### src/rtl/usbh_pkg.sv
`timescale 1ns/1ps
package usbh_pkg;
  localparam int CMD_RUN  = 0;
  localparam int CMD_HRST = 1;
  localparam int CMD_GRST = 2;
  localparam int CMD_SUSP = 3;
  localparam int CMD_FRES = 4;

  localparam int ST_XFER = 0;
  localparam int ST_ERR  = 1;
  localparam int ST_RES  = 2;
  localparam int ST_SYS  = 3;
  localparam int ST_PROC = 4;
  localparam int ST_HALT = 5;
  localparam int ST_W    = 6;

  localparam int PB_CONN     = 0;
  localparam int PB_CONN_CHG = 1;
  localparam int PB_EN       = 2;
  localparam int PB_EN_CHG   = 3;
  localparam int PB_LOWSPD   = 8;
  localparam int PB_RESET    = 9;

  localparam logic [15:0] PORT_KEEP  = 16'h01FB;
  localparam logic [15:0] PORT_W1C   = 16'h000A;
  localparam logic [15:0] PORT_INIT  = 16'h0080;
  localparam logic [15:0] WORD_VOID  = 16'hFF7F;
  localparam logic [7:0]  SOF_INIT   = 8'd64;

  typedef enum logic [1:0] {
    ACC_BYTE  = 2'd0,
    ACC_WORD  = 2'd1,
    ACC_DWORD = 2'd2,
    ACC_NONE  = 2'd3
  } acc_e;

  // keep-masked merge followed by write-one-to-clear of change bits
  function automatic logic [15:0] port_merge(input logic [15:0] cur, input logic [15:0] wv);
    logic [15:0] m;
    m = (cur & PORT_KEEP) | (wv & ~PORT_KEEP);
    return m & ~(wv & PORT_W1C);
  endfunction

  function automatic logic [15:0] port_init(input logic present, input logic low);
    return present ? (PORT_INIT | {7'b0, low, 8'h03}) : PORT_INIT;
  endfunction

  function automatic logic irq_level(input logic [1:0] cause, input logic [15:0] en,
                                     input logic [ST_W-1:0] st);
    return (cause[0] & en[2]) | (cause[1] & en[3]) |
           (st[ST_ERR] & en[0]) | (st[ST_RES] & en[1]) |
           st[ST_SYS] | st[ST_PROC];
  endfunction
endpackage

### src/rtl/usbh_port.sv
`timescale 1ns/1ps
module usbh_port
  import usbh_pkg::*;
(
  input  logic        clk,
  input  logic        rst_n,
  input  logic        soft_rst,
  input  logic        glob_rst,
  input  logic        wr_en,
  input  logic [15:0] wdata,
  input  logic        attach_evt,
  input  logic        detach_evt,
  input  logic        low_speed,
  output logic [15:0] ctrl_q,
  output logic        resume_req,
  output logic        port_rst_q,
  output logic        bus_rst_q
);
  logic        att_q, ls_q, att_n, ls_n, prst_n;
  logic [15:0] ctrl_n;

  always_comb begin
    ctrl_n     = ctrl_q;
    att_n      = att_q;
    ls_n       = ls_q;
    resume_req = 1'b0;
    prst_n     = 1'b0;
    if (soft_rst) begin
      ctrl_n = port_init(att_q, ls_q);
    end else if (wr_en) begin
      prst_n = att_q & wdata[PB_RESET] & ~ctrl_q[PB_RESET];
      ctrl_n = port_merge(ctrl_q, wdata);
    end
    // a connect on an occupied port first drops the old device
    if (detach_evt || (attach_evt && att_q)) begin
      if (ctrl_n[PB_CONN]) begin
        ctrl_n[PB_CONN]     = 1'b0;
        ctrl_n[PB_CONN_CHG] = 1'b1;
      end
      if (ctrl_n[PB_EN]) begin
        ctrl_n[PB_EN]     = 1'b0;
        ctrl_n[PB_EN_CHG] = 1'b1;
      end
      att_n      = 1'b0;
      resume_req = 1'b1;
    end
    if (attach_evt) begin
      ctrl_n[PB_CONN]     = 1'b1;
      ctrl_n[PB_CONN_CHG] = 1'b1;
      ctrl_n[PB_LOWSPD]   = low_speed;
      att_n               = 1'b1;
      ls_n                = low_speed;
      resume_req          = 1'b1;
    end
  end

  always_ff @(posedge clk or negedge rst_n) begin
    if (!rst_n) begin
      ctrl_q     <= PORT_INIT;
      att_q      <= 1'b0;
      ls_q       <= 1'b0;
      port_rst_q <= 1'b0;
      bus_rst_q  <= 1'b0;
    end else begin
      ctrl_q     <= ctrl_n;
      att_q      <= att_n;
      ls_q       <= ls_n;
      port_rst_q <= prst_n;
      bus_rst_q  <= glob_rst & att_q;
    end
  end
endmodule

### src/rtl/usbh_ctrl.sv
`timescale 1ns/1ps
module usbh_ctrl
  import usbh_pkg::*;
#(
  parameter int FRNUM_W  = 11,
  parameter int BASE_LSB = 12
) (
  input  logic               clk,
  input  logic               rst_n,
  input  logic               wr_cmd,
  input  logic               wr_sts,
  input  logic               wr_intr,
  input  logic               wr_frnum,
  input  logic               wr_base,
  input  logic               wr_sof,
  input  logic [31:0]        wdata,
  input  logic               frame_end,
  input  logic [1:0]         frame_cause,
  input  logic               xfer_err,
  input  logic               sys_err,
  input  logic               proc_err,
  input  logic               resume_req,
  output logic [15:0]        cmd_q,
  output logic [ST_W-1:0]    sts_q,
  output logic [15:0]        intr_q,
  output logic [FRNUM_W-1:0] frnum_q,
  output logic [31:0]        base_q,
  output logic [7:0]         sof_q,
  output logic [1:0]         cause_q,
  output logic               soft_rst,
  output logic               glob_rst,
  output logic               frame_start_q,
  output logic               irq
);
  localparam logic [31:0] BASE_MASK = ~((32'd1 << BASE_LSB) - 32'd1);

  logic [15:0]        cmd_n, intr_n;
  logic [ST_W-1:0]    sts_n;
  logic [FRNUM_W-1:0] frnum_n;
  logic [31:0]        base_n;
  logic [7:0]         sof_n;
  logic [1:0]         cause_n;
  logic               start_n;

  assign soft_rst = wr_cmd & (wdata[CMD_HRST] | wdata[CMD_GRST]);
  assign glob_rst = wr_cmd & wdata[CMD_GRST];
  assign irq      = irq_level(cause_q, intr_q, sts_q);

  always_comb begin
    cmd_n   = cmd_q;
    sts_n   = sts_q;
    intr_n  = intr_q;
    frnum_n = frnum_q;
    base_n  = base_q;
    sof_n   = sof_q;
    cause_n = cause_q;
    start_n = 1'b0;
    if (soft_rst) begin
      cmd_n   = '0;
      sts_n   = '0;
      intr_n  = '0;
      base_n  = '0;
      sof_n   = SOF_INIT;
      cause_n = '0;
    end else if (wr_cmd) begin
      if (wdata[CMD_RUN] && !cmd_q[CMD_RUN]) begin
        sts_n[ST_HALT] = 1'b0;
        start_n        = 1'b1;
      end else if (!wdata[CMD_RUN]) begin
        sts_n[ST_HALT] = 1'b1;
      end
      cmd_n = wdata[15:0];
    end
    if (wr_sts) begin
      sts_n = sts_n & ~wdata[ST_W-1:0];
      if (wdata[ST_XFER]) cause_n = '0;
    end
    if (wr_intr) intr_n = wdata[15:0];
    if (wr_frnum && sts_q[ST_HALT]) frnum_n = wdata[FRNUM_W-1:0];
    if (wr_base) base_n = wdata & BASE_MASK;
    if (wr_sof) sof_n = wdata[7:0];
    if (frame_end && cmd_q[CMD_RUN]) begin
      if (frame_cause != 2'b00) begin
        cause_n        = cause_n | frame_cause;
        sts_n[ST_XFER] = 1'b1;
      end
      frnum_n = frnum_n + FRNUM_W'(1);
    end
    if (xfer_err) sts_n[ST_ERR]  = 1'b1;
    if (sys_err)  sts_n[ST_SYS]  = 1'b1;
    if (proc_err) sts_n[ST_PROC] = 1'b1;
    if (resume_req && cmd_n[CMD_SUSP]) begin
      cmd_n[CMD_FRES] = 1'b1;
      sts_n[ST_RES]   = 1'b1;
    end
  end

  always_ff @(posedge clk or negedge rst_n) begin
    if (!rst_n) begin
      cmd_q         <= '0;
      sts_q         <= '0;
      intr_q        <= '0;
      frnum_q       <= '0;
      base_q        <= '0;
      sof_q         <= SOF_INIT;
      cause_q       <= '0;
      frame_start_q <= 1'b0;
    end else begin
      cmd_q         <= cmd_n;
      sts_q         <= sts_n;
      intr_q        <= intr_n;
      frnum_q       <= frnum_n;
      base_q        <= base_n;
      sof_q         <= sof_n;
      cause_q       <= cause_n;
      frame_start_q <= start_n;
    end
  end
endmodule

### src/rtl/usbh_rdmux.sv
`timescale 1ns/1ps
module usbh_rdmux
  import usbh_pkg::*;
#(
  parameter int NPORTS  = 2,
  parameter int FRNUM_W = 11
) (
  input  logic [1:0]              size,
  input  logic [4:0]              addr,
  input  logic [15:0]             cmd_q,
  input  logic [ST_W-1:0]         sts_q,
  input  logic [15:0]             intr_q,
  input  logic [FRNUM_W-1:0]      frnum_q,
  input  logic [31:0]             base_q,
  input  logic [7:0]              sof_q,
  input  logic [NPORTS-1:0][15:0] port_ctrl,
  output logic [31:0]             rdata
);
  logic [15:0] wv;

  always_comb begin
    wv = WORD_VOID;
    case (addr)
      5'h00: wv = cmd_q;
      5'h02: wv = 16'(sts_q);
      5'h04: wv = intr_q;
      5'h06: wv = 16'(frnum_q);
      default: begin
        for (int i = 0; i < NPORTS; i++) begin
          if (addr[4] && addr[3:1] == 3'(i)) wv = port_ctrl[i];
        end
      end
    endcase
  end

  always_comb begin
    case (acc_e'(size))
      ACC_BYTE:  rdata = (addr == 5'h0C) ? {24'h0, sof_q} : 32'h0000_00FF;
      ACC_WORD:  rdata = {16'h0, wv};
      ACC_DWORD: rdata = (addr == 5'h08) ? base_q : 32'hFFFF_FFFF;
      default:   rdata = 32'hFFFF_FFFF;
    endcase
  end
endmodule

### src/rtl/usbh_regfile.sv
`timescale 1ns/1ps
module usbh_regfile
  import usbh_pkg::*;
#(
  parameter int NPORTS   = 2,
  parameter int FRNUM_W  = 11,
  parameter int BASE_LSB = 12
) (
  input  logic              clk,
  input  logic              rst_n,
  input  logic              bus_wr,
  input  logic [1:0]        bus_size,
  input  logic [4:0]        bus_addr,
  input  logic [31:0]       bus_wdata,
  output logic [31:0]       bus_rdata,
  input  logic [NPORTS-1:0] dev_attach,
  input  logic [NPORTS-1:0] dev_detach,
  input  logic [NPORTS-1:0] dev_low_speed,
  input  logic              frame_end,
  input  logic [1:0]        frame_cause,
  input  logic              xfer_err,
  input  logic              host_err,
  input  logic              proc_err,
  output logic              irq,
  output logic              frame_run,
  output logic              frame_start,
  output logic [NPORTS-1:0] bus_reset,
  output logic [NPORTS-1:0] port_reset
);
  logic wr_b, wr_w, wr_d;
  logic wr_cmd, wr_sts, wr_intr, wr_frnum, wr_base, wr_sof;
  logic soft_rst, glob_rst, resume_any;

  logic [15:0]             cmd_q, intr_q;
  logic [ST_W-1:0]         sts_q;
  logic [FRNUM_W-1:0]      frnum_q;
  logic [31:0]             base_q;
  logic [7:0]              sof_q;
  logic [1:0]              cause_q;
  logic [NPORTS-1:0][15:0] port_ctrl;
  logic [NPORTS-1:0]       port_wr, port_resume, port_bit9;
  logic                    base_rd;

  assign wr_b     = bus_wr & (bus_size == ACC_BYTE);
  assign wr_w     = bus_wr & (bus_size == ACC_WORD);
  assign wr_d     = bus_wr & (bus_size == ACC_DWORD);
  assign wr_cmd   = wr_w & (bus_addr == 5'h00);
  assign wr_sts   = wr_w & (bus_addr == 5'h02);
  assign wr_intr  = wr_w & (bus_addr == 5'h04);
  assign wr_frnum = wr_w & (bus_addr == 5'h06);
  assign wr_base  = wr_d & (bus_addr == 5'h08);
  assign wr_sof   = wr_b & (bus_addr == 5'h0C);
  assign base_rd  = (bus_size == ACC_DWORD) && (bus_addr == 5'h08);

  assign resume_any = |port_resume;
  assign frame_run  = cmd_q[CMD_RUN];

  usbh_ctrl #(.FRNUM_W(FRNUM_W), .BASE_LSB(BASE_LSB)) u_ctrl (
    .clk, .rst_n,
    .wr_cmd, .wr_sts, .wr_intr, .wr_frnum, .wr_base, .wr_sof,
    .wdata(bus_wdata),
    .frame_end, .frame_cause, .xfer_err,
    .sys_err(host_err), .proc_err,
    .resume_req(resume_any),
    .cmd_q, .sts_q, .intr_q, .frnum_q, .base_q, .sof_q, .cause_q,
    .soft_rst, .glob_rst,
    .frame_start_q(frame_start),
    .irq
  );

  for (genvar g = 0; g < NPORTS; g++) begin : g_port
    assign port_wr[g]   = wr_w & bus_addr[4] & (bus_addr[3:1] == 3'(g));
    assign port_bit9[g] = port_ctrl[g][PB_RESET];
    usbh_port u_port (
      .clk, .rst_n, .soft_rst, .glob_rst,
      .wr_en(port_wr[g]),
      .wdata(bus_wdata[15:0]),
      .attach_evt(dev_attach[g]),
      .detach_evt(dev_detach[g]),
      .low_speed(dev_low_speed[g]),
      .ctrl_q(port_ctrl[g]),
      .resume_req(port_resume[g]),
      .port_rst_q(port_reset[g]),
      .bus_rst_q(bus_reset[g])
    );
  end

  usbh_rdmux #(.NPORTS(NPORTS), .FRNUM_W(FRNUM_W)) u_rdmux (
    .size(bus_size), .addr(bus_addr),
    .cmd_q, .sts_q, .intr_q, .frnum_q, .base_q, .sof_q, .port_ctrl,
    .rdata(bus_rdata)
  );
endmodule

### config.mk
export PLATFORM = sky130hd
export DESIGN_NAME = usbh_regfile
export DESIGN_NICKNAME = d
export VERILOG_FILES = /design/src/rtl/usbh_pkg.sv /design/src/rtl/usbh_port.sv /design/src/rtl/usbh_ctrl.sv /design/src/rtl/usbh_rdmux.sv /design/src/rtl/usbh_regfile.sv
export SDC_FILE = /design/constraint.sdc
export NUM_CORES = 1
export LEC_CHECK = 0
export ABC_AREA = 1
export BUFFER_PORTS_ARGS = -buffer_cell sky130_fd_sc_hd__buf_2
export CORE_AREA = 2 2 123 125
export DETAILED_ROUTE_END_ITERATION = 10
export DIE_AREA = 0 0 125 127
export PLACE_DENSITY = 0.67
export SLEW_MARGIN = 20
export SYNTH_ARGS = -nofsm -noshare
export SYNTH_HDL_FRONTEND = slang
export SYNTH_SLANG_ARGS = --single-unit
### constraint.sdc
create_clock -name clk -period 1.7 [get_ports clk]
set_clock_uncertainty 0.05 [all_clocks]
set_input_delay 0 -clock clk [delete_from_list [all_inputs] [get_ports clk]]
set_output_delay 0 -clock clk [all_outputs]
set_load 0.02 [all_outputs]
# Word-level counts from Yosys, hierarchy flattened
# Cells that the tools add are included.
word_totals:
  register_bits: 132
  input_bits: 54
  output_inout_bits: 39
op_classes:
  n_addsub: 1
  eq_ne: 8
  muxes: 65
  bitwise_logic: 40
  reduce_logical: 27
ops:
  columns: ["op", "count"]
  rows:
  - ["two-way mux 16 bit", 10]
  - ["two-way mux 32 bit", 3]
  - ["case mux 32 bit (3 select lines)", 1]
  - ["case mux 16 bit (4 select lines)", 1]
  - ["bitwise AND 16 bit", 2]
  - ["bitwise OR 9 x 16 -> 16 bit", 2]
  - ["two-way mux 1 bit", 28]
  - ["bitwise AND 1 bit", 24]
  - ["two-way mux 8 bit", 3]
  - ["two-way mux 11 bit", 2]
  - ["two-way mux 2 bit", 11]
  - ["two-way mux 9 bit", 2]
  - ["nonzero test 2 bit", 9]
  - ["inverter 4 -> 16 bit", 1]
  - ["adder 11 x 1 -> 11 bit, second input constant", 1]
  - ["equality test 5 x 3 -> 1 bit, second input constant", 2]
  - ["equality test 5 x 4 -> 1 bit, second input constant", 2]
  - ["nonzero test 3 bit", 3]
  - ["logical AND 1 bit", 8]
  - ["two-way mux 4 bit", 2]
  - ["bitwise AND 6 bit", 1]
  - ["two-way mux 6 bit", 1]
  - ["inverter 6 bit", 1]
  - ["bitwise OR 1 bit", 6]
  - ["13 further kinds", 15]

# Logic depth before layout (Yosys ltp)
logic_depth:
  word_depth: 10
  ltp_mapped: 13

# Cells and area by module
# From an unflattened synthesis, not the netlist that was laid out.
unflattened:
  cells_unflattened: 892
  area_unflattened_um2: 6718.9
by_module_without_submodules:
  columns: ["module", "n_inst", "cells_per_inst", "area_each_um2", "seq_area_each_um2"]
  rows:
  - ["usbh_ctrl", 1, 395, 3550.9, 2003.2]
  - ["usbh_port", 2, 84, 760.7, 426.7]
  - ["usbh_rdmux", 1, 295, 1507.7, 0.0]
  - ["usbh_regfile", 1, 34, 138.9, 0.0]

# Worst setup path after synthesis
# OpenSTA, ideal clock, no wires.
synth_timing:
  path_kind: "register to register"
  startpoint: "register u_ctrl.sts_q[5]"
  endpoint: "register u_ctrl.frnum_q[3]"
  setup_time_ns: 0.118
  arrival_time_ns: 1.242
  slack_ns: 0.289
  stages_incl_launch_ff: 10
  path_buffers: 1
  period_less_slack_ns: 1.411
  cell_sequence: "dfrtp_1 inv_1 nor2_4 buf_6 nand3_1 nand2_2 nand3_4 nor2_1 xnor2_1 inv_1"
synth_between:
  elab_chain_len: 4
synth_rtl:
  columns: ["element", "line", "rtl"]
  rows:
  - ["start: declaration", "usbh_ctrl.sv:24", "output logic [ST_W-1:0] sts_q,"]
  - ["start signal: assignment", "usbh_ctrl.sv:110", "sts_q <= sts_n;"]
  - ["logical AND 1 bit *", "usbh_ctrl.sv:79", "if (wr_frnum && sts_q[ST_HALT]) frnum_n = wdata[FRNUM_W-1:0];"]
  - ["two-way mux 11 bit *", "usbh_ctrl.sv:79", null]
  - ["adder 11 x 1 -> 11 bit", "usbh_ctrl.sv:87", "frnum_n = frnum_n + FRNUM_W'(1);"]
  - ["two-way mux 11 bit *", "usbh_ctrl.sv:82", "if (frame_end && cmd_q[CMD_RUN]) begin"]
  - ["named net u_ctrl.frnum_n[3]", "usbh_ctrl.sv:39", "logic [FRNUM_W-1:0] frnum_n;"]
  - ["end signal: assignment", "usbh_ctrl.sv:112", "frnum_q <= frnum_n;"]
  - ["end: declaration", "usbh_ctrl.sv:26", "output logic [FRNUM_W-1:0] frnum_q,"]
# Mark *: on every way through the listed nets, which the timed path passes. The rest lies on a longest branch.
# A chain may end at the register's enable or synchronous reset.

# Worst setup path in the final report
layout_timing:
  startpoint: "register u_ctrl.frnum_q[1]"
  endpoint: "output bus_rdata[1]"
layout_between:
  elab_chain_len: 2
layout_rtl:
  columns: ["element", "line", "rtl"]
  rows:
  - ["case mux 16 bit (4 select lines)", "usbh_rdmux.sv:23", "case (addr)"]
  - ["case mux 32 bit (3 select lines)", "usbh_rdmux.sv:37", "case (acc_e'(size))"]
  - ["end: declaration", "usbh_regfile.sv:15", "output logic [31:0] bus_rdata,"]
# Every way passes these cells.

==> flow_metrics.py <==
metrics = {
    "yosys": {
        "synth_area_leaders": "dfrtp_1, inv_1, nand2_1",
        "synth.distinct_cells": 36,
        "ys_top_cells_by_count": "inv_1, dfrtp_1, nand2_1, o21ai_0, nand3_1",
        "syn_area_mm2": 0.00567,
        "synth-main-ff-cell": "dfrtp_1",
        "ys_seq_area_frac": 0.504,
        "synth_area_leader_cell": "dfrtp_1",
        "ys_seq_elements": 114,
        "synth_nets": 739,
        "synth_top_area_frac": 0.490,
        "synth_cells": 685,
        "synth_edf_count": 0,
        "syn_area_per_cell_um2": 8.27,
        "synth.most_common_cell": "inv_1",
        "yosys_warnings": 0,
        "async_reset_ff_frac": 1.00,
    },
    "sta": {
        "tightest_slew_ns": 0.680,
        "tns_ns": 0,
        "slew_headroom": 0.545,
        "slew_violations": 0,
        "period_needed_ns": 1.65,
        "setup_violations": 0,
        "min_period_over_period": 0.968,
        "finalHoldViolCount": 0,
        "fmax_mhz": 607,
        "worst_slack_ns": 0.0537,
    },
    "layout": {
        "drive_above_1_share": 0.236,
        "areaGrowthSynthToFinish_pct": 35.7,
        "utilization": 0.533,
        "antenna_cells": 0,
        "final_nets": 918,
    },
    "power_and_ir_drop": {
        "total_power_mw": 7.85,
        "peakVddDrop_uv": 715,
        "p_leak_nw": 3.95,
        "p_per_area_mw_per_mm2": 1020,
    },
    "global_routing": {
        "grt_pass1_vias": 5227,
        "grt_usage": 0.219,
        "grt_pass1_wl_um": 27200,
        "grt_max_degree": 48,
        "antenna_found_initial": 0,
        "grt.overflow.total": 0,
    },
    "drt": {
        "drt-initial-drc-count": 412,
        "ant_nets": 0,
        "first_pass_iters": 5,
        "drcViolationCount": 0,
        "drt-total-wl_um": 17200,
        "viasPerCell": 5.18,
        "post_drt_wl_per_cell_um": 16.3,
        "num_vias": 5497,
    },
    "hold_path": {
        "hold_depth": 4,
        "min_from": "bus_wr",
        "hp-class": "in -> reg",
        "holdPathEnd": "u_ctrl.base_q[12]",
    },
    "clock_tree": {
        "htreeDepth": 4,
        "cts.clk_slew.worst_paths_ns": 0.05,
        "cts_buffers": 17,
        "numClockSinks": 114,
        "clock_latency_ns": 0.42,
        "root_buffer": "clkbuf_16",
        "clock_path_buffers": 2,
        "cts_tree": "yes",
    },
    "placement": {
        "pre_cts_slack_ns": 0.0634,
        "hpwlAfterDp_um": 12300,
        "gp_congestion": 0.923,
        "io_buffers": 92,
    },
    "critical_path": {
        "max_stage_delay_ns": 0.40,
        "r2r-start": "u_ctrl.sts_q[5]",
        "path_cells": "nand2_1, o21ai_2, o31ai_2, buf_4, nand3_2, buf_6",
        "worst_r2r_path_depth": 10,
        "endpoint_kind": "output port",
        "r2r_end": "u_ctrl.frnum_q[9]",
        "worstPathRequired_ns": 1.65,
        "cp_top_family": "flip-flops",
        "cp-start-kind": "flip-flop",
        "arrival_ns": 1.60,
        "ff2ff_setup_slack_ns": 0.18,
        "worst-path-max-fanout": 2,
        "path_buf_inv": 2,
        "crit_type": "reg -> out",
        "slowest_stage": "dfrtp_1",
        "cp_num_cells": 6,
    },
    "die": {
        "initial_core_util": 0.393,
        "die_w_um": 125,
        "core-area_mm2": 0.0144,
        "io_pins": 93,
        "core.rowCount": 44,
        "die_y_um": 127,
        "dieArea_mm2": 0.0159,
    },
    "run": {
        "cap_violations": 0,
    },
    "status": {
        "status": "finished clean",
    },
}
-- layer usage --
layer  part of all wire  GRT usage
met1               0.46      0.302
met2               0.44      0.328
met3              0.068     0.0549
met4              0.025     0.0967
met5                  0          0
-- cell usage in the layout (no fill, tap or decap), types with 2 or more instances in the layout --
cell type,Yosys,final
inv_1,115,113
dfrtp_1,111,111
nand2_1,110,109
buf_2,10,89
o21ai_0,74,68
nand3_1,66,62
o22ai_1,56,56
dlygate4sd3_1,0,51
buf_4,6,47
a21oi_1,28,27
nor2_1,21,21
clkbuf_16,0,17
o21ai_1,7,10
o211ai_1,9,9
inv_2,5,7
nand3_2,2,6
nand2_2,5,6
clkbuf_1,12,6
nor3_1,5,5
nor2_4,5,5
clkinv_2,0,5
nor2_2,4,4
o21bai_1,4,4
o221ai_1,3,3
o21ai_2,0,3
o2111ai_1,3,3
clkbuf_8,0,3
dfstp_2,3,3
buf_12,0,3
nand3_4,2,2
nand2_4,2,2
nand4_1,2,2
xor2_1,2,2
a31oi_1,2,2
nor4_1,2,2
-- how the worst max path moves through the flow --
| stage | start | end | slack, ns |
|---|---|---|---|
| after floorplan | u_ctrl.sts_q[5] | u_ctrl.frnum_q[3] | 0.29 |
| after global routing | u_ctrl.cmd_q[0] | bus_rdata[0] | -0.02 |
| after detailed placement | bus_addr[0] | u_ctrl.base_q[22] | 0.06 |
| final | u_ctrl.frnum_q[1] | bus_rdata[1] | 0.05 |
| after global placement | bus_addr[0] | bus_rdata[13] | 0.11 |
| after CTS | bus_addr[0] | bus_rdata[13] | 0.03 |
-- area by class of cell --
| class | count | area, um2 |
|---|---|---|
| clock buffers | 26 | 489 |
| repair buffers | 191 | 1380 |
| flip-flops and latches | 114 | 2860 |
| well taps | 184 | 230 |
| clock inverters | 6 | 55.1 |
| inverters | 121 | 457 |
| fillers | 1373 | 6730 |
| multi-input cells | 419 | 2220 |
-- metrics by stage --
stage	std cells	hold WS, ns	cell area (um2)
detailed placement	975	-0.156	6560
finish	1061	0.0268	7690
global placement	975	-0.157	6560
CTS	1060	0.0213	7650
floorplan	685	-0.346	5670
global route	1061	0.0510	7690
-- repair_timing --
action / CTS / global route
endpoints found under the hold margin: 202 / 0
hold buffers: 52 / 0
endpoints found under the setup margin: 3 / 18
setup buffers: 1 / 2
pin swaps: 1 / 5
resized for setup: 7 / 14
-- where the power goes --
| group | switching, mW | leakage, nW | internal, mW |
|---|---|---|---|
| sequential | 0.177 | 1.36 | 3.09 |
| clock | 1.19 | 0.272 | 2.11 |
| combinational | 0.748 | 2.32 | 0.537 |
| total | 2.12 | 3.95 | 5.74 |
-- worst reg2reg max path: stages (launching register included) --
cell and delay, ns:
dfrtp_1 0.33, inv_2 0.06, nor2_4 0.20, buf_4 0.17, nand3_1 0.07, nand2_1 0.11, inv_1 0.06, nor2_1 0.13
nand3_1 0.11, nand2_1 0.07, nand2_1 0.05
-- sequential cells by signal, indices dropped and copies added, names as in the netlist --
name	cells
g_port.u_port.att_q	2
g_port.u_port.bus_rst_q	2
g_port.u_port.ctrl_q	26
g_port.u_port.ls_q	2
g_port.u_port.port_rst_q	2
u_ctrl.base_q	20
u_ctrl.cause_q	2
u_ctrl.cmd_q	16
u_ctrl.frame_start_q	1
u_ctrl.frnum_q	11
u_ctrl.intr_q	16
u_ctrl.sof_q	8
u_ctrl.sts_q	6
-- kinds of logic (layout without fill, tap and decap cells) --
| logic type | after synthesis | after routing | synth area share |
|---|---|---|---|
| simple gates | 226 | 226 | 0.187 |
| compound gates | 190 | 190 | 0.193 |
| buf+inv | 152 | 344 | 0.111 |
| flops | 114 | 114 | 0.504 |
| xor+xnor | 3 | 3 | 0.00464 |
Note: power is estimated with default switching activity, not from simulation.
